## src/rtl/bea_pkg.sv

```systemverilog
`timescale 1ns/1ps
package bea_pkg;
   typedef enum logic [3:0] {
      AM_ABS     = 4'd0,
      AM_ABSX_RD = 4'd1,
      AM_ABSY_RD = 4'd2,
      AM_ABSX_WR = 4'd3,
      AM_ABSY_WR = 4'd4,
      AM_DIR     = 4'd5,
      AM_DIRX    = 4'd6,
      AM_DIRY    = 4'd7,
      AM_STKREL  = 4'd8,
      AM_LONG    = 4'd9,
      AM_LONGX   = 4'd10,
      AM_PUSH    = 4'd11,
      AM_PULL    = 4'd12
   } amode_e;
endpackage

```

## src/rtl/bea_idx_mask.sv

```systemverilog
`timescale 1ns/1ps
module bea_idx_mask #(
   parameter int OFS_W  = 16,
   parameter int PAGE_W = 8
) (
   input  logic [OFS_W-1:0] idx_i,
   input  logic             narrow_i,
   output logic [OFS_W-1:0] idx_o
);
   localparam int HI_W = OFS_W - PAGE_W;

   // Narrow registers contribute only their low byte to address sums
   assign idx_o = narrow_i ? {{HI_W{1'b0}}, idx_i[PAGE_W-1:0]} : idx_i;
endmodule

```

## src/rtl/bea_stack_addr.sv

```systemverilog
`timescale 1ns/1ps
module bea_stack_addr #(
   parameter int OFS_W       = 16,
   parameter int BANK_W      = 8,
   parameter int PAGE_W      = 8,
   parameter int STACK_PAGE  = 1,
   parameter bit EMU_STACK   = 1'b1
) (
   input  logic [OFS_W+BANK_W-1:0] unused_dummy_i,
   input  logic [OFS_W-1:0]        sp_i,
   input  logic                    emu_i,
   input  logic                    pull_i,
   output logic [OFS_W+BANK_W-1:0] addr_o,
   output logic [OFS_W-1:0]        sp_next_o
);
   localparam int ADDR_W = OFS_W + BANK_W;
   localparam int HI_W   = OFS_W - PAGE_W;
   localparam logic [HI_W-1:0] SPAGE = HI_W'(STACK_PAGE);

   logic [OFS_W-1:0]  moved;
   logic [OFS_W-1:0]  access;
   logic [PAGE_W-1:0] low_moved;
   logic [PAGE_W-1:0] low_access;

   // push: access then decrement; pull: increment then access
   assign moved      = pull_i ? sp_i + 1'b1 : sp_i - 1'b1;
   assign access     = pull_i ? moved : sp_i;
   assign low_moved  = pull_i ? sp_i[PAGE_W-1:0] + 1'b1 : sp_i[PAGE_W-1:0] - 1'b1;
   assign low_access = pull_i ? low_moved : sp_i[PAGE_W-1:0];

   generate
      if (EMU_STACK) begin : g_emu
         always_comb begin
            if (emu_i) begin
               addr_o    = {{BANK_W{1'b0}}, SPAGE, low_access};
               sp_next_o = {SPAGE, low_moved};
            end else begin
               addr_o    = {{BANK_W{1'b0}}, access};
               sp_next_o = moved;
            end
         end
      end else begin : g_native
         always_comb begin
            addr_o    = {{BANK_W{1'b0}}, access};
            sp_next_o = moved;
         end
      end
   endgenerate

   logic unused_ok;
   assign unused_ok = ^{unused_dummy_i, emu_i};
endmodule

```

## src/rtl/bea_mode_calc.sv

```systemverilog
`timescale 1ns/1ps
module bea_mode_calc
   import bea_pkg::*;
#(
   parameter int OFS_W      = 16,
   parameter int BANK_W     = 8,
   parameter int PAGE_W     = 8,
   parameter int STACK_PAGE = 1,
   parameter bit EMU_STACK  = 1'b1
) (
   input  logic [3:0]              mode_i,
   input  logic [OFS_W+BANK_W-1:0] operand_i,
   input  logic [OFS_W-1:0]        xm_i,
   input  logic [OFS_W-1:0]        ym_i,
   input  logic [OFS_W-1:0]        direct_i,
   input  logic [BANK_W-1:0]       dbank_i,
   input  logic [OFS_W-1:0]        sp_i,
   input  logic                    emu_i,
   output logic                    valid_o,
   output logic [OFS_W+BANK_W-1:0] ea_o,
   output logic [OFS_W+BANK_W-1:0] dummy_o,
   output logic                    extra_o,
   output logic [OFS_W-1:0]        sp_next_o
);
   localparam int ADDR_W = OFS_W + BANK_W;
   localparam int HI_W   = OFS_W - PAGE_W;
   localparam logic [BANK_W-1:0] ZBANK = '0;

   amode_e           md;
   logic [OFS_W-1:0] op_ofs;
   logic [OFS_W-1:0] op_pg;
   logic [BANK_W-1:0] op_bank;
   logic             use_y;
   logic [OFS_W-1:0] idx;
   logic [OFS_W-1:0] abs_sum;
   logic [OFS_W-1:0] dir_sum;
   logic [OFS_W-1:0] dir_idx_sum;
   logic [OFS_W-1:0] rel_sum;
   logic [OFS_W-1:0] long_sum;
   logic [ADDR_W-1:0] abs_ea;
   logic [ADDR_W-1:0] abs_dummy;
   logic             dir_extra;
   logic [ADDR_W-1:0] stk_addr;
   logic [OFS_W-1:0] stk_next;

   assign md      = amode_e'(mode_i);
   assign op_ofs  = operand_i[OFS_W-1:0];
   assign op_pg   = {{HI_W{1'b0}}, operand_i[PAGE_W-1:0]};
   assign op_bank = operand_i[ADDR_W-1:OFS_W];
   assign use_y   = (md == AM_ABSY_RD) || (md == AM_ABSY_WR) || (md == AM_DIRY);
   assign idx     = use_y ? ym_i : xm_i;

   assign abs_sum     = op_ofs + idx;
   assign dir_sum     = direct_i + op_pg;
   assign dir_idx_sum = dir_sum + idx;
   assign rel_sum     = sp_i + op_pg;
   assign long_sum    = op_ofs + xm_i;

   // corrected address and the page it would hit without the carry
   assign abs_ea    = {dbank_i, abs_sum};
   assign abs_dummy = {dbank_i, op_ofs[OFS_W-1:PAGE_W], abs_sum[PAGE_W-1:0]};
   // direct modes cost a cycle only when the base is not page aligned
   assign dir_extra = |direct_i[PAGE_W-1:0];

   bea_stack_addr #(
      .OFS_W(OFS_W), .BANK_W(BANK_W), .PAGE_W(PAGE_W),
      .STACK_PAGE(STACK_PAGE), .EMU_STACK(EMU_STACK)
   ) u_stack (
      .unused_dummy_i(operand_i),
      .sp_i          (sp_i),
      .emu_i         (emu_i),
      .pull_i        (md == AM_PULL),
      .addr_o        (stk_addr),
      .sp_next_o     (stk_next)
   );

   always_comb begin
      valid_o   = 1'b1;
      ea_o      = '0;
      dummy_o   = '0;
      extra_o   = 1'b0;
      sp_next_o = sp_i;
      case (md)
         AM_ABS: begin
            ea_o    = {dbank_i, op_ofs};
            dummy_o = {dbank_i, op_ofs};
         end
         AM_ABSX_RD, AM_ABSY_RD: begin
            ea_o    = abs_ea;
            dummy_o = abs_dummy;
            extra_o = (abs_ea != abs_dummy);
         end
         AM_ABSX_WR, AM_ABSY_WR: begin
            ea_o    = abs_ea;
            dummy_o = abs_dummy;
            extra_o = 1'b1;
         end
         AM_DIR: begin
            ea_o    = {ZBANK, dir_sum};
            dummy_o = {ZBANK, dir_sum};
            extra_o = dir_extra;
         end
         AM_DIRX, AM_DIRY: begin
            ea_o    = {ZBANK, dir_idx_sum};
            dummy_o = {ZBANK, direct_i[OFS_W-1:PAGE_W], dir_idx_sum[PAGE_W-1:0]};
            extra_o = dir_extra;
         end
         AM_STKREL: begin
            ea_o    = {ZBANK, rel_sum};
            dummy_o = {ZBANK, rel_sum};
         end
         AM_LONG: begin
            ea_o    = operand_i;
            dummy_o = operand_i;
         end
         AM_LONGX: begin
            ea_o    = {op_bank, long_sum};
            dummy_o = {op_bank, long_sum};
         end
         AM_PUSH, AM_PULL: begin
            ea_o      = stk_addr;
            dummy_o   = stk_addr;
            sp_next_o = stk_next;
         end
         default: valid_o = 1'b0;
      endcase
   end
endmodule

```

## src/rtl/bank_ea_gen.sv

```systemverilog
`timescale 1ns/1ps
module bank_ea_gen
   import bea_pkg::*;
#(
   parameter int OFS_W      = 16,
   parameter int BANK_W     = 8,
   parameter int PAGE_W     = 8,
   parameter int STACK_PAGE = 1,
   parameter bit EMU_STACK  = 1'b1
) (
   input  logic                    clk,
   input  logic                    rst_n,
   input  logic                    build_i,
   input  logic [3:0]              mode_i,
   input  logic [OFS_W+BANK_W-1:0] operand_i,
   input  logic [OFS_W-1:0]        idx_x_i,
   input  logic [OFS_W-1:0]        idx_y_i,
   input  logic [OFS_W-1:0]        direct_i,
   input  logic [BANK_W-1:0]       dbank_i,
   input  logic [OFS_W-1:0]        sp_i,
   input  logic                    emu_i,
   input  logic                    idx_narrow_i,
   input  logic                    step_i,
   input  logic                    step_down_i,
   output logic [OFS_W+BANK_W-1:0] ea_o,
   output logic [OFS_W+BANK_W-1:0] dummy_o,
   output logic                    extra_o,
   output logic [OFS_W-1:0]        sp_next_o
);
   localparam int ADDR_W = OFS_W + BANK_W;
   localparam int HI_W   = OFS_W - PAGE_W;
   localparam logic [HI_W-1:0] SPAGE = HI_W'(STACK_PAGE);

   generate
      if (PAGE_W < 1 || PAGE_W >= OFS_W) begin : g_bad_page
         $error("bank_ea_gen: PAGE_W must lie between 1 and OFS_W-1");
      end
      if (BANK_W < 1) begin : g_bad_bank
         $error("bank_ea_gen: BANK_W must be at least 1");
      end
   endgenerate

   logic [OFS_W-1:0] idx_raw [2];
   logic [OFS_W-1:0] idx_msk [2];
   assign idx_raw[0] = idx_x_i;
   assign idx_raw[1] = idx_y_i;

   generate
      for (genvar gi = 0; gi < 2; gi++) begin : g_idx
         bea_idx_mask #(.OFS_W(OFS_W), .PAGE_W(PAGE_W)) u_mask (
            .idx_i   (idx_raw[gi]),
            .narrow_i(idx_narrow_i),
            .idx_o   (idx_msk[gi])
         );
      end
   endgenerate

   logic              c_valid;
   logic [ADDR_W-1:0] c_ea;
   logic [ADDR_W-1:0] c_dummy;
   logic              c_extra;
   logic [OFS_W-1:0]  c_spn;

   bea_mode_calc #(
      .OFS_W(OFS_W), .BANK_W(BANK_W), .PAGE_W(PAGE_W),
      .STACK_PAGE(STACK_PAGE), .EMU_STACK(EMU_STACK)
   ) u_calc (
      .mode_i   (mode_i),
      .operand_i(operand_i),
      .xm_i     (idx_msk[0]),
      .ym_i     (idx_msk[1]),
      .direct_i (direct_i),
      .dbank_i  (dbank_i),
      .sp_i     (sp_i),
      .emu_i    (emu_i),
      .valid_o  (c_valid),
      .ea_o     (c_ea),
      .dummy_o  (c_dummy),
      .extra_o  (c_extra),
      .sp_next_o(c_spn)
   );

   logic [OFS_W-1:0] stepped;
   assign stepped = step_down_i ? ea_o[OFS_W-1:0] - 1'b1 : ea_o[OFS_W-1:0] + 1'b1;

   always_ff @(posedge clk) begin
      if (!rst_n) begin
         ea_o      <= '0;
         dummy_o   <= '0;
         extra_o   <= 1'b0;
         sp_next_o <= '0;
      end else if (build_i) begin
         if (c_valid) begin
            ea_o      <= c_ea;
            dummy_o   <= c_dummy;
            extra_o   <= c_extra;
            sp_next_o <= c_spn;
         end
      end else if (step_i) begin
         ea_o[OFS_W-1:0] <= stepped;
      end
   end

   logic rd_mode, wr_mode, stk_mode, rsv_mode;
   assign rd_mode  = (mode_i == AM_ABSX_RD) || (mode_i == AM_ABSY_RD);
   assign wr_mode  = (mode_i == AM_ABSX_WR) || (mode_i == AM_ABSY_WR);
   assign stk_mode = (mode_i == AM_PUSH) || (mode_i == AM_PULL);
   assign rsv_mode = (mode_i > AM_PULL);

   a_r3_rd_skip: assert property (@(posedge clk) disable iff (!rst_n)
      build_i && rd_mode |=> extra_o == (ea_o != dummy_o));
   a_r3_wr_extra: assert property (@(posedge clk) disable iff (!rst_n)
      build_i && wr_mode |=> extra_o);
   a_r5_dir_extra: assert property (@(posedge clk) disable iff (!rst_n)
      build_i && (mode_i == AM_DIR) |=> extra_o == ($past(direct_i[PAGE_W-1:0]) != '0));
   a_r8_push_next: assert property (@(posedge clk) disable iff (!rst_n)
      build_i && (mode_i == AM_PUSH) && !emu_i |=> sp_next_o == $past(sp_i) - 1'b1);
   a_r10_emu_page: assert property (@(posedge clk) disable iff (!rst_n)
      build_i && stk_mode && emu_i && EMU_STACK |=>
      ea_o[ADDR_W-1:PAGE_W] == {{BANK_W{1'b0}}, SPAGE} && sp_next_o[OFS_W-1:PAGE_W] == SPAGE);
   a_r11_bank_fixed: assert property (@(posedge clk) disable iff (!rst_n)
      step_i && !build_i |=> $stable(ea_o[ADDR_W-1:OFS_W]) && $stable(dummy_o) && $stable(extra_o));
   a_r12_reserved_hold: assert property (@(posedge clk) disable iff (!rst_n)
      build_i && rsv_mode |=> $stable(ea_o) && $stable(dummy_o) && $stable(extra_o) && $stable(sp_next_o));
endmodule

```

## config.mk

```make
export PLATFORM = sky130hd
export DESIGN_NAME = bank_ea_gen
export DESIGN_NICKNAME = d
export VERILOG_FILES = /design/src/rtl/bea_pkg.sv /design/src/rtl/bea_idx_mask.sv /design/src/rtl/bea_stack_addr.sv /design/src/rtl/bea_mode_calc.sv /design/src/rtl/bank_ea_gen.sv
export SDC_FILE = /design/constraint.sdc
export NUM_CORES = 1
export LEC_CHECK = 0
export ABC_AREA = 1
export BUFFER_PORTS_ARGS = -buffer_cell sky130_fd_sc_hd__buf_2
export CAP_MARGIN = 20
export CORE_MARGIN = 3
export CORE_UTILIZATION = 45
export CTS_CLUSTER_DIAMETER = 150
export DETAILED_ROUTE_END_ITERATION = 8
export GPL_TIMING_DRIVEN = 0
export PLACE_DENSITY = 0.67
export SLEW_MARGIN = 20
export SYNTH_ARGS = -nofsm -noshare
export SYNTH_HDL_FRONTEND = slang
export SYNTH_SLANG_ARGS = --single-unit
```

## constraint.sdc

```tcl
create_clock -name clk -period 3.9 [get_ports clk]
set_input_delay 0.975 -clock clk [delete_from_list [all_inputs] [get_ports clk]]
set_output_delay 0.975 -clock clk [all_outputs]
set_load 0.02 [all_outputs]
```

## Word level (Yosys, flattened, before mapping)

Index checks and enable logic that the tools add are counted.

- $add $sub $neg: 11
- Equality and inequality tests: 14
- Mux-type cells: 18
- Reduce and logical (&&, ||, !) cells: 14

Operator list:

| kind | number |
|---|---|
| one-hot mux 24 bit (8 select lines) | 2 |
| two-way mux 16 bit | 12 |
| adder 16 bit | 3 |
| adder 16 x 1 -> 16 bit (second input constant) | 2 |
| adder 16 x 8 -> 16 bit | 2 |
| subtractor 16 x 1 -> 16 bit (second input constant) | 2 |
| equality test 4 bit (second input constant) | 5 |
| equality test 4 x 3 -> 1 bit (second input constant) | 4 |
| two-way mux 8 bit | 2 |
| OR reduction 13 bit | 1 |
| adder 8 x 1 -> 8 bit (second input constant) | 1 |
| equality test 4 x 2 -> 1 bit (second input constant) | 2 |
| inequality test 8 bit | 1 |
| OR reduction 2 bit | 4 |
| OR reduction 8 bit | 1 |
| subtractor 8 x 1 -> 8 bit (second input constant) | 1 |
| equality test 4 x 1 -> 1 bit (second input constant) | 1 |
| zero test 4 bit | 1 |
| AND reduction 2 bit | 2 |
| OR reduction 4 bit | 1 |
| one-hot mux 1 bit (3 select lines) | 1 |
| OR reduction 3 bit | 1 |
| logical OR 1 bit | 2 |
| inequality test 2 x 1 -> 1 bit (second input constant) | 1 |
| 2 further kinds | 2 |

- Bits in registers: 65
- Input bits: 107
- Output and inout port bits: 65

## Depth between registers and ports, before layout

Gate-level depths: netlist of the first run.

- Depth in word-level cells: 8
- Gate-level depth with buffers: 27

## Cells and area by module

Synthesis of the first run repeated with hierarchy kept, for this count alone.

- Cells, all modules: 1,796
- Area, all modules: 10,224.8 µm²

By module, submodules not included:

| module | instances | cells each | area an instance (µm²) |
|---|---|---|---|
| bea_mode_calc | 1 | 997 | 5,313.8 |
| bank_ea_gen | 1 | 495 | 3,390.8 |
| bea_stack_addr | 1 | 254 | 1,257.5 |
| bea_idx_mask | 2 | 25 | 131.4 |

## Worst setup path after synthesis of the first run

OpenSTA, ideal clock, no wires.

- Kind: in2reg
- Start: input port operand_i[0]
- End: register ea_o[9]
- Setup time: 0.132 ns
- Arrival: 3.491 ns
- Data required time: 3.768 ns
- Setup slack: 0.276 ns
- Cell stages on the path: 20
- Cells stage by stage: ha_1 -> fa_1 -> nand3_1 -> nand2_1 -> a21oi_1 -> nand2_1 -> nand2_1 -> inv_1 -> ha_1 -> nand2_1 -> o21a_1 -> nand2_1 -> a21boi_0 -> or2_2 -> nand3_1 -> nand2_1 -> nor2_1 -> nand2_1 -> nand2_1 -> a21oi_1

- Word-level cells in the longest chain between the ends: 5
- Elaborated cells on any way between the ends: 8
- Classes of those cells: add/sub: 5; mux: 3

RTL lines:

| element | line | RTL |
|---|---|---|
| start, declared | bank_ea_gen.sv:15 | `input logic [OFS_W+BANK_W-1:0] operand_i,` |
| adder 16 x 8 -> 16 bit | bea_mode_calc.sv:54 | `assign dir_sum = direct_i + op_pg;` |
| adder 16 bit | bea_mode_calc.sv:55 | `assign dir_idx_sum = dir_sum + idx;` |
| one-hot mux 24 bit (8 select lines) * | bea_mode_calc.sv:83 | `case (md)` |
| two-way mux 16 bit * | bank_ea_gen.sv:93 | `if (c_valid) begin` |
| two-way mux 16 bit * | bank_ea_gen.sv:92 | `end else if (build_i) begin` |
| end signal, assigned by index | bank_ea_gen.sv:100 | `ea_o[OFS_W-1:0] <= stepped;` |
| end, declared | bank_ea_gen.sv:25 | `output logic [OFS_W+BANK_W-1:0] ea_o,` |

Mark *: on every way between the ends. The rest lies on a longest branch, timed or not. The select of a mux whose other input is x is not followed.
A chain may end at the register's enable or synchronous reset.

## Worst setup path in the final report of the first run

- Start: input port mode_i[0]
- End: register ea_o[6]

- Word-level cells in the longest chain between the ends: 8
- Elaborated cells on any way between the ends: 33
- Classes of those cells: add/sub: 2; eq/ne: 13; mux: 10; reduce/logical: 8

RTL lines:

| element | line | RTL |
|---|---|---|
| start, declared | bank_ea_gen.sv:14 | `input logic [3:0] mode_i,` |
| equality test 4 x 2 -> 1 bit or equality test 4 x 3 -> 1 bit (tied branches) | bea_mode_calc.sv:50, bea_mode_calc.sv:83 |  |
| logical OR 1 bit (2 in series) | bea_mode_calc.sv:50 | `assign use_y = (md == AM_ABSY_RD) \|\| (md == AM_ABSY_WR) \|\| (md == AM_DIRY);` |
| two-way mux 16 bit | bea_mode_calc.sv:51 | `assign idx = use_y ? ym_i : xm_i;` |
| adder 16 bit (on tied branches) | bea_mode_calc.sv:55, bea_mode_calc.sv:53 |  |
| one-hot mux 24 bit (8 select lines) | bea_mode_calc.sv:83 |  |
| two-way mux 16 bit | bank_ea_gen.sv:93 |  |
| two-way mux 16 bit | bank_ea_gen.sv:92 |  |

Several ways; a longest one is shown, not always the timed one. The select of a mux whose other input is x is not followed.

==> results of run 1 <==
-- final timing paths --
| path | end |
|---|---|
| max | ea_o[6] |
| min | sp_next_o[8] |
| max reg2reg | ea_o[10] |
| min reg2reg | sp_next_o[8] |
-- kinds of logic (layout without fill, tap and decap cells) --
kind of cell / count (synthesis) / in the layout
and+or+nand+nor: 793 / 793
other: 0 / 2
DFF: 57 / 57
AOI/OAI and AO/OA: 345 / 345
buffers and inverters: 232 / 434
xor gates and xnor gates: 25 / 25
adders and majority gates: 96 / 96
-- sequential cells by signal (all words and copies together), names as in the netlist --
register	flops
ea_o	24
dummy_o	16
sp_next_o	16
extra_o	1
-- worst max-delay path, cell delays in order --
cell and delay (ns):
buf_2 0.14, nand2_2 0.11, inv_2 0.06, nand2_2 0.08, nand3_4 0.20, buf_12 0.20, buf_12 0.12, buf_4 0.12
nand2_1 0.11, o21ai_4 0.10, fa_1 0.44, nand3_1 0.10, nand3_1 0.11, nand2_1 0.12, nand2_1 0.06, nand2_1 0.11
nand2_2 0.11, o21ai_0 0.28, nand4_1 0.25, nand2_1 0.17, a31oi_1 0.09
-- power groups by stage --
stage / clock, mW / sequential, mW / combinational, mW
4_1_cts: 0.870 / 0.680 / 1.62
3_3_place_gp: 0 / 0.691 / 1.57
5_1_grt: 0.890 / 0.686 / 1.93
2_1_floorplan: 0 / 0.754 / 1.01
3_5_place_dp: 0 / 0.691 / 1.59
6_report: 0.862 / 0.681 / 1.75
-- area by class of cell --
class | count | area [um^2]
antenna | 2 | 5.00
buffer | 33 | 186
clock buffer | 9 | 225
clock inverter | 7 | 103
fill | 2013 | 8140
inverter | 198 | 743
multi-input combinational | 1259 | 7140
sequential | 57 | 1140
tap | 260 | 325
timing repair buffer | 187 | 1010
-- layout by cell type, fill, tap and decap left out, types with 11 or more instances in the layout --
cell / n
nand4_1: 20
ha_4: 11
nand2_2: 14
clkbuf_1: 16
buf_2: 176
dfxtp_1: 57
a31oi_1: 26
nor2_1: 93
inv_2: 11
or2_2: 16
a21oi_1: 132
buf_4: 21
nor3_1: 11
o21ai_0: 95
ha_1: 75
nand2_1: 473
inv_1: 184
nand3_1: 127
xor2_1: 15
-- repair_timing --
item | CTS | global route
gates cloned | 0 | 1
buffers inserted | 2 | 13
gates resized for setup | 24 | 68
endpoints found under the setup margin | 19 | 16
endpoints found under the hold margin | 0 | 0
pin swaps | 2 | 15
-- routing by layer --
layer,vias up,wire length (um),GRT usage [%]
li1,5608,-,-
met1,4983,15900,43.7
met2,491,16000,51.3
met3,66,2820,4.10
met5,-,0,0
met4,0,1400,13.0
-- cells in the mapped netlist (8+ instances only) --
cell type	n
nand2_1	484
inv_1	187
a21oi_1	138
nand3_1	130
o21ai_0	106
nor2_1	98
ha_1	89
dfxtp_1	57
a31oi_1	26
nand4_1	20
clkbuf_1	18
xor2_1	17
or2_2	16
nor3_1	13
a221oi_1	10
a21o_1	9
and2_1	9
o21bai_1	9
buf_4	8
inv_2	8
xnor2_1	8
==> impl_metrics.prom, run 1 <==
# TYPE chip_impl_metric gauge
chip_impl_metric{name="die-height",unit="um"} 146
chip_impl_info{name="crit_start",value="mode_i[0]"} 1
chip_impl_metric{name="place_congestion",unit=""} 1.05
chip_impl_metric{name="grt_use_total",unit="%"} 32.1
chip_impl_metric{name="rrSetupSlack",unit="ns"} 1.45
chip_impl_metric{name="final.period_utilization",unit="%"} 98.8
chip_impl_metric{name="first_pass_grt_wire_length",unit="um"} 54700
chip_impl_metric{name="whs_path_depth",unit=""} 2
chip_impl_metric{name="design.die.area",unit="mm^2"} 0.0214
chip_impl_metric{name="globalRouteOverflowTotal",unit=""} 0
chip_impl_metric{name="synth.yosys.seq_area_share",unit="%"} 12.9
chip_impl_metric{name="initial_antenna_violation_count",unit=""} 1
chip_impl_metric{name="synth_area_per_cell",unit="um^2"} 5.72
chip_impl_metric{name="final.setup.worst_slack",unit="ns"} 0.0471
chip_impl_metric{name="cts_hold_buf",unit=""} 0
chip_impl_metric{name="drt-vias-per-instance",unit=""} 5.54
chip_impl_metric{name="post_synth_instance_area",unit="mm^2"} 0.00885
chip_impl_metric{name="effective_utilization_at_floorplan",unit="%"} 46.5
chip_impl_metric{name="placed_area",unit="mm^2"} 0.0100
chip_impl_metric{name="clk-insertion-delay-late",unit="ns"} 0.33
chip_impl_metric{name="postSynthNetCount",unit=""} 1751
chip_impl_metric{name="cts-buffers-inserted",unit=""} 9
chip_impl_info{name="clock-root-buffer",value="clkbuf_16"} 1
chip_impl_metric{name="drc_markers",unit=""} 0
chip_impl_metric{name="layout.nets",unit=""} 1948
chip_impl_metric{name="final_area",unit="mm^2"} 0.0109
chip_impl_metric{name="worst-slew-pin-transition",unit="ns"} 0.991
chip_impl_metric{name="totalPowerFinal",unit="mW"} 3.30
chip_impl_info{name="critical_path.reg2reg.startpoint",value="ea_o[0]"} 1
chip_impl_metric{name="postSynthRegisterBits",unit=""} 57
chip_impl_info{name="cts_tree",value="built"} 1
chip_impl_metric{name="post_route_insts_no_fill",unit=""} 2012
chip_impl_metric{name="finalClockSkew",unit="ns"} 0.00783
chip_impl_info{name="min_from",value="sp_next_o[8]"} 1
chip_impl_metric{name="max_cap_viol_count",unit=""} 0
chip_impl_metric{name="timing.hold.ws",unit="ns"} 0.471
chip_impl_info{name="rsz0062_at_grt",value="true"} 1
chip_impl_metric{name="initialDrtViolationCount",unit=""} 941
chip_impl_metric{name="post-dp-hpwl",unit="um"} 29900
chip_impl_metric{name="share_of_flip_flops_with_an_asynchronous_set_or_reset",unit="%"} 0
chip_impl_metric{name="cts_htree_levels",unit=""} 3
chip_impl_metric{name="io_buffer_count",unit=""} 171
chip_impl_metric{name="cts.path.max_buffers",unit=""} 2
chip_impl_metric{name="ys_warn_count",unit=""} 0
chip_impl_metric{name="post_synth_fa_ha_maj_area_fraction",unit="%"} 14.2
chip_impl_metric{name="drt.antenna.violating_nets",unit=""} 0
chip_impl_info{name="synth.largest_area_cell",value="nand2_1"} 1
chip_impl_metric{name="min_period",unit="ns"} 3.85
chip_impl_metric{name="p_per_area",unit="mW/mm^2"} 303
chip_impl_metric{name="r2r_cells",unit=""} 16
chip_impl_metric{name="max-vdd-ir-drop",unit="uV"} 193
chip_impl_metric{name="syn-instance-count",unit=""} 1548
chip_impl_metric{name="power.share.combinational",unit="%"} 53.2
chip_impl_metric{name="vias",unit=""} 11100
chip_impl_metric{name="cellLeakagePower",unit="nW"} 5.80
chip_impl_metric{name="die_w",unit="um"} 146
chip_impl_metric{name="area.growth.synth_to_final",unit="%"} 23.0
chip_impl_info{name="run_status",value="completed"} 1
chip_impl_metric{name="yosysTopAreaCellShare",unit="%"} 20.5
chip_impl_metric{name="synth-edff-count",unit=""} 0
chip_impl_metric{name="cts.sinks",unit=""} 57
chip_impl_metric{name="switchingPower",unit="mW"} 1.48
chip_impl_metric{name="seqPwrFrac",unit="%"} 20.7
chip_impl_metric{name="placement.setup.worst_slack",unit="ns"} -0.857
chip_impl_metric{name="synth_compound_area_share",unit="%"} 22.2
chip_impl_metric{name="simple_gate_area_share_of_the_yosys_netlist",unit="%"} 37.9
chip_impl_metric{name="placementRows",unit=""} 50
chip_impl_metric{name="setup_viol",unit=""} 0
chip_impl_metric{name="timing.slew.headroom",unit="%"} 33.3
chip_impl_metric{name="avgRoutedWirePerCell",unit="um"} 18.0
chip_impl_metric{name="grt_start_max_net_pins",unit=""} 24
chip_impl_metric{name="setup_total_neg_slack",unit="ns"} 0
chip_impl_metric{name="cts.clk_slew.worst_paths",unit="ns"} 0.06
chip_impl_metric{name="ios",unit=""} 172
chip_impl_metric{name="highest_clock_frequency_the_design_can_meet",unit="GHz"} 0.260
chip_impl_info{name="timing.critical_path.to_type",value="flip-flop"} 1
chip_impl_metric{name="clkPwrFrac",unit="%"} 26.1
chip_impl_metric{name="xor_xnor_cell_area_share_of_the_yosys_netlist",unit="%"} 2.47
chip_impl_metric{name="core_area",unit="mm^2"} 0.0190
chip_impl_metric{name="p_int",unit="mW"} 1.82
chip_impl_info{name="critical_path_source_type",value="input port"} 1
chip_impl_metric{name="critical_path_required",unit="ns"} 4.11
chip_impl_info{name="combinational_family_with_the_most_area_after_synthesis",value="simple AND/OR/NAND/NOR gates"} 1
chip_impl_metric{name="critical_path_arrival",unit="ns"} 4.06
chip_impl_metric{name="finalHoldViolCount",unit=""} 0
chip_impl_info{name="crit_type",value="in2reg"} 1
chip_impl_info{name="synth_top_cells_by_area",value="nand2_1 21%, dfxtp_1 13%, ha_1 13%, inv_1 7.9%, a21oi_1 7.8%"} 1
chip_impl_metric{name="drt-total-wl",unit="um"} 36200
chip_impl_metric{name="layout-drive-gt1-share",unit="%"} 18.2
chip_impl_metric{name="final_max_slew_viol_count",unit=""} 0
chip_impl_metric{name="postLayoutCoreUtil",unit="%"} 57.2
chip_impl_metric{name="yosys-mux-area-fraction",unit="%"} 0
chip_impl_info{name="hold_path_class",value="reg2reg"} 1
chip_impl_metric{name="via_count_of_the_first_global_routing_pass",unit=""} 10200
chip_impl_metric{name="synth.distinct_cells",unit=""} 50
chip_impl_metric{name="detailedRoute.firstPassIterationCount",unit=""} 6
chip_impl_info{name="synthFlopType",value="dfxtp_1"} 1
chip_impl_metric{name="power.switching_fraction",unit="%"} 44.9
chip_impl_metric{name="placed_cells_incl_taps",unit=""} 1979
chip_impl_metric{name="critPathMaxFanout",unit=""} 7
Note: power is estimated with default switching activity, not from simulation.
==> inputs of run 2 (changes only) <==
CTS_BUF_LIST = sky130_fd_sc_hd__clkbuf_4   (was not set)
==> impl_metrics.prom, run 2 (synthesis gave the netlist of run 1 again) <==
# TYPE chip_impl_metric gauge
chip_impl_metric{name="placementRows",unit=""} 50
chip_impl_metric{name="cts-buffers-inserted",unit=""} 9
chip_impl_info{name="critical_path.reg2reg.startpoint",value="ea_o[0]"} 1
chip_impl_metric{name="initial_antenna_violation_count",unit=""} 2
chip_impl_metric{name="p_int",unit="mW"} 1.47
chip_impl_metric{name="totalPowerFinal",unit="mW"} 2.89
chip_impl_metric{name="vias",unit=""} 11000
chip_impl_metric{name="whs_path_depth",unit=""} 2
chip_impl_metric{name="finalHoldViolCount",unit=""} 0
chip_impl_metric{name="timing.slew.headroom",unit="%"} 33.6
chip_impl_metric{name="die_w",unit="um"} 146
chip_impl_metric{name="final.setup.worst_slack",unit="ns"} 0.146
chip_impl_metric{name="seqPwrFrac",unit="%"} 23.5
chip_impl_metric{name="globalRouteOverflowTotal",unit=""} 0
chip_impl_info{name="leading_cell_type_in_the_layout_fill_and_taps_excluded",value="nand2_1"} 1
chip_impl_metric{name="critical_path_arrival",unit="ns"} 4.08
chip_impl_metric{name="core_area",unit="mm^2"} 0.0190
chip_impl_metric{name="drt-vias-per-instance",unit=""} 5.49
chip_impl_metric{name="placed_cells_incl_taps",unit=""} 1979
chip_impl_metric{name="cts.path.max_buffers",unit=""} 2
chip_impl_info{name="timing.rr.end",value="ea_o[10]"} 1
chip_impl_metric{name="final_area",unit="mm^2"} 0.0104
chip_impl_info{name="timing.critical_path.to_type",value="flip-flop"} 1
chip_impl_metric{name="clk-insertion-delay-late",unit="ns"} 0.45
chip_impl_info{name="crit_type",value="in2reg"} 1
chip_impl_info{name="run_status",value="completed"} 1
chip_impl_metric{name="cts_htree_levels",unit=""} 3
chip_impl_metric{name="area.growth.synth_to_final",unit="%"} 17.7
chip_impl_metric{name="fillerInstances",unit=""} 2090
chip_impl_info{name="reg.largest.list",value="ea_o: 24 flops, dummy_o: 16 flops, sp_next_o: 16 flops"} 1
chip_impl_metric{name="final-seq-area",unit="mm^2"} 0.00114
chip_impl_metric{name="max_cap_viol_count",unit=""} 0
chip_impl_metric{name="power.switching_fraction",unit="%"} 49.1
chip_impl_metric{name="cellLeakagePower",unit="nW"} 5.62
chip_impl_metric{name="largest_reg_flops",unit=""} 24
chip_impl_metric{name="post-dp-hpwl",unit="um"} 29900
chip_impl_metric{name="worst-slew-pin-transition",unit="ns"} 0.986
chip_impl_metric{name="placement.setup.worst_slack",unit="ns"} -0.857
chip_impl_metric{name="p_per_area",unit="mW/mm^2"} 277
chip_impl_metric{name="finalClockSkew",unit="ns"} 0.0183
chip_impl_metric{name="multi_input_comb_area",unit="mm^2"} 0.00698
chip_impl_info{name="most_used_cells_in_the_layout_excluding_fill_and_tap_cells",value="475 x nand2_1, 187 x inv_1, 176 x buf_2, 134 x a21oi_1, 129 x nand3_1"} 1
chip_impl_metric{name="cts.clk_slew.worst_paths",unit="ns"} 0.12
chip_impl_metric{name="post_route_insts_no_fill",unit=""} 1999
chip_impl_metric{name="max-vdd-ir-drop",unit="uV"} 139
chip_impl_info{name="hold_path_sink",value="sp_next_o[8]"} 1
chip_impl_metric{name="grt_start_max_net_pins",unit=""} 24
chip_impl_metric{name="final.period_utilization",unit="%"} 96.3
chip_impl_metric{name="io_buffer_count",unit=""} 171
chip_impl_metric{name="die-height",unit="um"} 146
chip_impl_metric{name="placed_area",unit="mm^2"} 0.0100
chip_impl_metric{name="ios",unit=""} 172
chip_impl_metric{name="clkPwrFrac",unit="%"} 18.3
chip_impl_info{name="largest_register",value="ea_o"} 1
chip_impl_metric{name="power.share.combinational",unit="%"} 58.2
chip_impl_metric{name="switchingPower",unit="mW"} 1.42
chip_impl_metric{name="r2r_cells",unit=""} 16
chip_impl_metric{name="drt.antenna.violating_nets",unit=""} 0
chip_impl_metric{name="rrSetupSlack",unit="ns"} 1.44
chip_impl_metric{name="cts_hold_buf",unit=""} 0
chip_impl_metric{name="critical_path_required",unit="ns"} 4.22
chip_impl_metric{name="layout-drive-gt1-share",unit="%"} 16.1
chip_impl_metric{name="effective_utilization_at_floorplan",unit="%"} 46.5
chip_impl_metric{name="min_period",unit="ns"} 3.75
chip_impl_metric{name="cts.sinks",unit=""} 57
chip_impl_metric{name="avgRoutedWirePerCell",unit="um"} 17.7
chip_impl_metric{name="postLayoutCoreUtil",unit="%"} 54.8
chip_impl_metric{name="grt_use_total",unit="%"} 32.0
chip_impl_info{name="hold_path_class",value="reg2reg"} 1
chip_impl_info{name="clock-root-buffer",value="clkbuf_4"} 1
chip_impl_metric{name="globalRouteMet2Util",unit="%"} 51.3
chip_impl_info{name="cts_tree",value="built"} 1
chip_impl_info{name="critical_path_source_type",value="input port"} 1
chip_impl_metric{name="drc_markers",unit=""} 0
chip_impl_info{name="min_from",value="sp_next_o[8]"} 1
chip_impl_metric{name="use_met1",unit="%"} 43.9
chip_impl_metric{name="place_congestion",unit=""} 1.05
chip_impl_metric{name="final_max_slew_viol_count",unit=""} 0
chip_impl_info{name="busiest_layer",value="met2"} 1
chip_impl_metric{name="layout.nets",unit=""} 1934
chip_impl_metric{name="timing.hold.ws",unit="ns"} 0.480
chip_impl_metric{name="setup_viol",unit=""} 0
chip_impl_metric{name="initialDrtViolationCount",unit=""} 934
chip_impl_metric{name="first_pass_grt_wire_length",unit="um"} 54500
chip_impl_metric{name="critPathMaxFanout",unit=""} 10
chip_impl_metric{name="via_count_of_the_first_global_routing_pass",unit=""} 10100
chip_impl_metric{name="design.die.area",unit="mm^2"} 0.0214
chip_impl_metric{name="met3_track_utilization_from_global_routing",unit="%"} 4.35
chip_impl_metric{name="highest_clock_frequency_the_design_can_meet",unit="GHz"} 0.266
chip_impl_metric{name="detailedRoute.firstPassIterationCount",unit=""} 5
chip_impl_metric{name="drt-total-wl",unit="um"} 35400
chip_impl_metric{name="setup_total_neg_slack",unit="ns"} 0
-- run 2: per-layer routing --
metal | up-vias | wire length [um]
li1 | 5571 | -
met1 | 4893 | 15800
met2 | 445 | 15700
met3 | 61 | 2680
met4 | 0 | 1310
met5 | - | 0
-- run 2: power by group through the flow --
stage          Combinational, mW  Clock [mW]  Sequential [mW]
2_1_floorplan               1.01           0            0.754
3_3_place_gp                1.57           0            0.691
5_1_grt                     1.86       0.561            0.685
4_1_cts                     1.61       0.537            0.678
3_5_place_dp                1.59           0            0.691
6_report                    1.68       0.528            0.679
-- run 2: critical path: stages --
cell and delay (ns):
buf_2 0.13, nand2_2 0.10, inv_2 0.05, nand2_1 0.11, nand3_4 0.19, buf_8 0.21, nand2_1 0.07, nand2_2 0.08
ha_1 0.25, fa_1 0.47, nand3_1 0.10, nand3_1 0.11, nand2_1 0.12, nand2_1 0.06, nand2_1 0.11, nand2_2 0.11
o21ai_0 0.30, nand4_1 0.26, nand2_1 0.17, a31oi_1 0.09
-- run 2: timing repair --
action / CTS / global route
setup endpoints to repair: 15 / 13
resized for setup: 11 / 45
setup buffers: 0 / 2
pin swaps: 1 / 3
cloned: 0 / 0
-- run 2: area by class of cell --
class	count	share of cell area, %
antenna	3	0.0721
buffer	33	1.67
clock buffer	9	0.649
clock inverter	7	0.985
inverter	198	7.14
multi-input combinational	1259	67.0
sequential	57	11.0
tap	260	3.12
timing repair buffer	173	8.38
-- run 2: how the worst max path moves through the flow --
stage	start	end	slack [ns]	cells after the start
after floorplan	operand_i[0]	ea_o[9]	0.28	20
after global placement	mode_i[3]	ea_o[4]	-0.82	18
after detailed placement	mode_i[2]	ea_o[4]	-0.86	18
after CTS	operand_i[0]	ea_o[15]	0.002	25
after global routing	mode_i[1]	extra_o	-0.02	27
final	mode_i[1]	ea_o[6]	0.15	20
==> inputs of run 3 (changes only) <==
clock period = 3.7 ns   (was 3.9 ns; I/O delays follow)
==> impl_metrics.prom, run 3 (synthesis gave the netlist of run 1 again) <==
# TYPE chip_impl_metric gauge
chip_impl_metric{name="final_max_slew_viol_count",unit=""} 0
chip_impl_metric{name="whs_path_depth",unit=""} 2
chip_impl_metric{name="place_congestion",unit=""} 1.05
chip_impl_metric{name="max_cap_viol_count",unit=""} 0
chip_impl_metric{name="cts_htree_levels",unit=""} 3
chip_impl_metric{name="rrSetupSlack",unit="ns"} 1.25
chip_impl_metric{name="detailedRoute.firstPassIterationCount",unit=""} 5
chip_impl_metric{name="cts-buffers-inserted",unit=""} 9
chip_impl_metric{name="max-vdd-ir-drop",unit="uV"} 146
chip_impl_info{name="largest_register",value="ea_o"} 1
chip_impl_metric{name="drt.antenna.violating_nets",unit=""} 0
chip_impl_info{name="run_status",value="completed"} 1
chip_impl_metric{name="core_area",unit="mm^2"} 0.0190
chip_impl_metric{name="depth_of_the_critical_timing_path_with_buffers_and_inverters_included",unit=""} 21
chip_impl_metric{name="vias",unit=""} 11100
chip_impl_metric{name="globalRouteOverflowTotal",unit=""} 0
chip_impl_metric{name="avgRoutedWirePerCell",unit="um"} 17.9
chip_impl_metric{name="initialDrtViolationCount",unit=""} 997
chip_impl_metric{name="slowest_stage_delay_on_critical_path",unit="ns"} 0.41
chip_impl_metric{name="cts_hold_buf",unit=""} 0
chip_impl_metric{name="cts.path.max_buffers",unit=""} 2
chip_impl_info{name="most_used_cells_in_the_layout_excluding_fill_and_tap_cells",value="472 x nand2_1, 184 x inv_1, 175 x buf_2, 133 x a21oi_1, 128 x nand3_1"} 1
chip_impl_metric{name="worst-slew-pin-transition",unit="ns"} 0.918
chip_impl_metric{name="min_period",unit="ns"} 3.63
chip_impl_metric{name="r2r_cells",unit=""} 16
chip_impl_metric{name="finalClockSkew",unit="ns"} 0.0187
chip_impl_info{name="leading_cell_type_in_the_layout_fill_and_taps_excluded",value="nand2_1"} 1
chip_impl_metric{name="grt_start_max_net_pins",unit=""} 24
chip_impl_metric{name="fillerInstances",unit=""} 2021
chip_impl_metric{name="effective_utilization_at_floorplan",unit="%"} 46.5
chip_impl_metric{name="critical_path_required",unit="ns"} 4.02
chip_impl_metric{name="critPathMaxFanout",unit=""} 7
chip_impl_metric{name="area.growth.synth_to_final",unit="%"} 21.8
chip_impl_metric{name="cellLeakagePower",unit="nW"} 5.73
chip_impl_metric{name="drt-total-wl",unit="um"} 36100
chip_impl_metric{name="p_per_area",unit="mW/mm^2"} 291
chip_impl_info{name="reg.largest.list",value="ea_o: 24 flops, dummy_o: 16 flops, sp_next_o: 16 flops"} 1
chip_impl_info{name="crit_type",value="in2reg"} 1
chip_impl_metric{name="highest_clock_frequency_the_design_can_meet",unit="GHz"} 0.275
chip_impl_metric{name="largest_reg_flops",unit=""} 24
chip_impl_metric{name="finalHoldViolCount",unit=""} 0
chip_impl_metric{name="layout-drive-gt1-share",unit="%"} 18.4
chip_impl_metric{name="grt_use_total",unit="%"} 32.1
chip_impl_info{name="cts_tree",value="built"} 1
chip_impl_metric{name="first_pass_grt_wire_length",unit="um"} 54700
chip_impl_metric{name="post-dp-hpwl",unit="um"} 29900
chip_impl_info{name="clock-root-buffer",value="clkbuf_4"} 1
chip_impl_metric{name="cts.sinks",unit=""} 57
chip_impl_info{name="crit_slowest_cell",value="o31ai_2"} 1
chip_impl_metric{name="clk-insertion-delay-late",unit="ns"} 0.45
chip_impl_metric{name="die_w",unit="um"} 146
chip_impl_info{name="critical_path_source_type",value="input port"} 1
chip_impl_metric{name="critical_path_arrival",unit="ns"} 3.95
chip_impl_info{name="timing.critical_path.to_type",value="flip-flop"} 1
chip_impl_metric{name="ios",unit=""} 172
chip_impl_metric{name="setup_viol",unit=""} 0
chip_impl_metric{name="timing.hold.ws",unit="ns"} 0.480
chip_impl_metric{name="drt-vias-per-instance",unit=""} 5.51
chip_impl_metric{name="drc_markers",unit=""} 0
chip_impl_metric{name="initial_antenna_violation_count",unit=""} 2
chip_impl_metric{name="worst-path-buf-inv",unit=""} 8
chip_impl_metric{name="layout.nets",unit=""} 1948
chip_impl_metric{name="setup_total_neg_slack",unit="ns"} 0
chip_impl_metric{name="timing.slew.headroom",unit="%"} 38.6
chip_impl_info{name="worstPathCellList",value="buf_2 -> nand2_2 -> inv_2 -> nand2_2 -> nand3_4 -> buf_12 -> buf_12 -> buf_4 -> nand2_1 -> o21ai_4 -> inv_2 -> fa_2 -> inv_2 -> nand3_1 -> nand3_2 -> buf_4 -> or2_2 -> nand3_1 -> nand3_1 -> o31ai_2 -> a31oi_1"} 1
chip_impl_info{name="hold_path_class",value="reg2reg"} 1
chip_impl_info{name="path_delay_family",value="simple AND/OR/NAND/NOR gates"} 1
chip_impl_metric{name="final.period_utilization",unit="%"} 98.1
chip_impl_metric{name="placement.setup.worst_slack",unit="ns"} -1.01
chip_impl_metric{name="final.setup.worst_slack",unit="ns"} 0.0692
chip_impl_metric{name="via_count_of_the_first_global_routing_pass",unit=""} 10200
chip_impl_metric{name="placementRows",unit=""} 50
chip_impl_metric{name="die-height",unit="um"} 146
chip_impl_metric{name="io_buffer_count",unit=""} 171
chip_impl_metric{name="design.die.area",unit="mm^2"} 0.0214
chip_impl_metric{name="cts.clk_slew.worst_paths",unit="ns"} 0.12
run 3: power breakdown:
group	switching (mW)	total, mW	internal (mW)
clock	0.278	0.557	0.279
sequential	0.0424	0.716	0.674
combinational	1.21	1.86	0.654
total	1.53	3.13	1.61
run 3: layout make-up:
cell class              instances  area [um^2]  share of cell area, %
diodes                          2         5.00                 0.0464
plain buffers                  33          186                   1.73
clock buffers                   9         67.6                  0.627
clock inverters                 7          103                  0.952
inverters                     198          746                   6.92
multi-input cells            1259         7200                   66.8
flip-flops and latches         57         1140                   10.6
well taps                     260          325                   3.02
repair buffers                187         1010                   9.37
run 3: per-stage QoR:
| step | power (mW) | util, % | cell area (um^2) | instances |
|---|---|---|---|---|
| 2_1_floorplan | 1.86 | - | 8850 | 1548 |
| 3_3_place_gp | 2.39 | 52.7 | 10000 | 1979 |
| 3_5_place_dp | 2.40 | 52.7 | 10000 | 1979 |
| 4_1_cts | 2.99 | 54.3 | 10300 | 1997 |
| 5_1_grt | 3.36 | 56.7 | 10800 | 2012 |
| 6_report | 3.13 | 56.7 | 10800 | 2012 |
run 3: worst min-delay path: cells and delay by family, from the launching register on:
kind               cells  cell delay [ns]
AOI/OAI and AO/OA      1             0.05
DFF                    1             0.33
and+or+nand+nor        1             0.06
run 3: layer usage:
layer | GRT usage, % | routed length [um] | vias to the layer above
met2 | 51.5 | 16000 | 454
li1 | - | - | 5602
met1 | 44.0 | 16000 | 4962
met3 | 4.31 | 2760 | 62
met4 | 11.8 | 1290 | 0
met5 | 0 | 0 | -
run 3: repair_timing:
action / CTS / global route
buffers inserted: 2 / 13
pin swaps: 2 / 15
gates cloned: 0 / 1
gates resized for setup: 27 / 75
endpoints found under the setup margin: 19 / 17
run 3: path summary, 6_finish.rpt:
kind | from | end
max | mode_i[0] | ea_o[4]
min | sp_next_o[8] | sp_next_o[8]
max reg2reg | ea_o[0] | ea_o[10]
min reg2reg | sp_next_o[8] | sp_next_o[8]
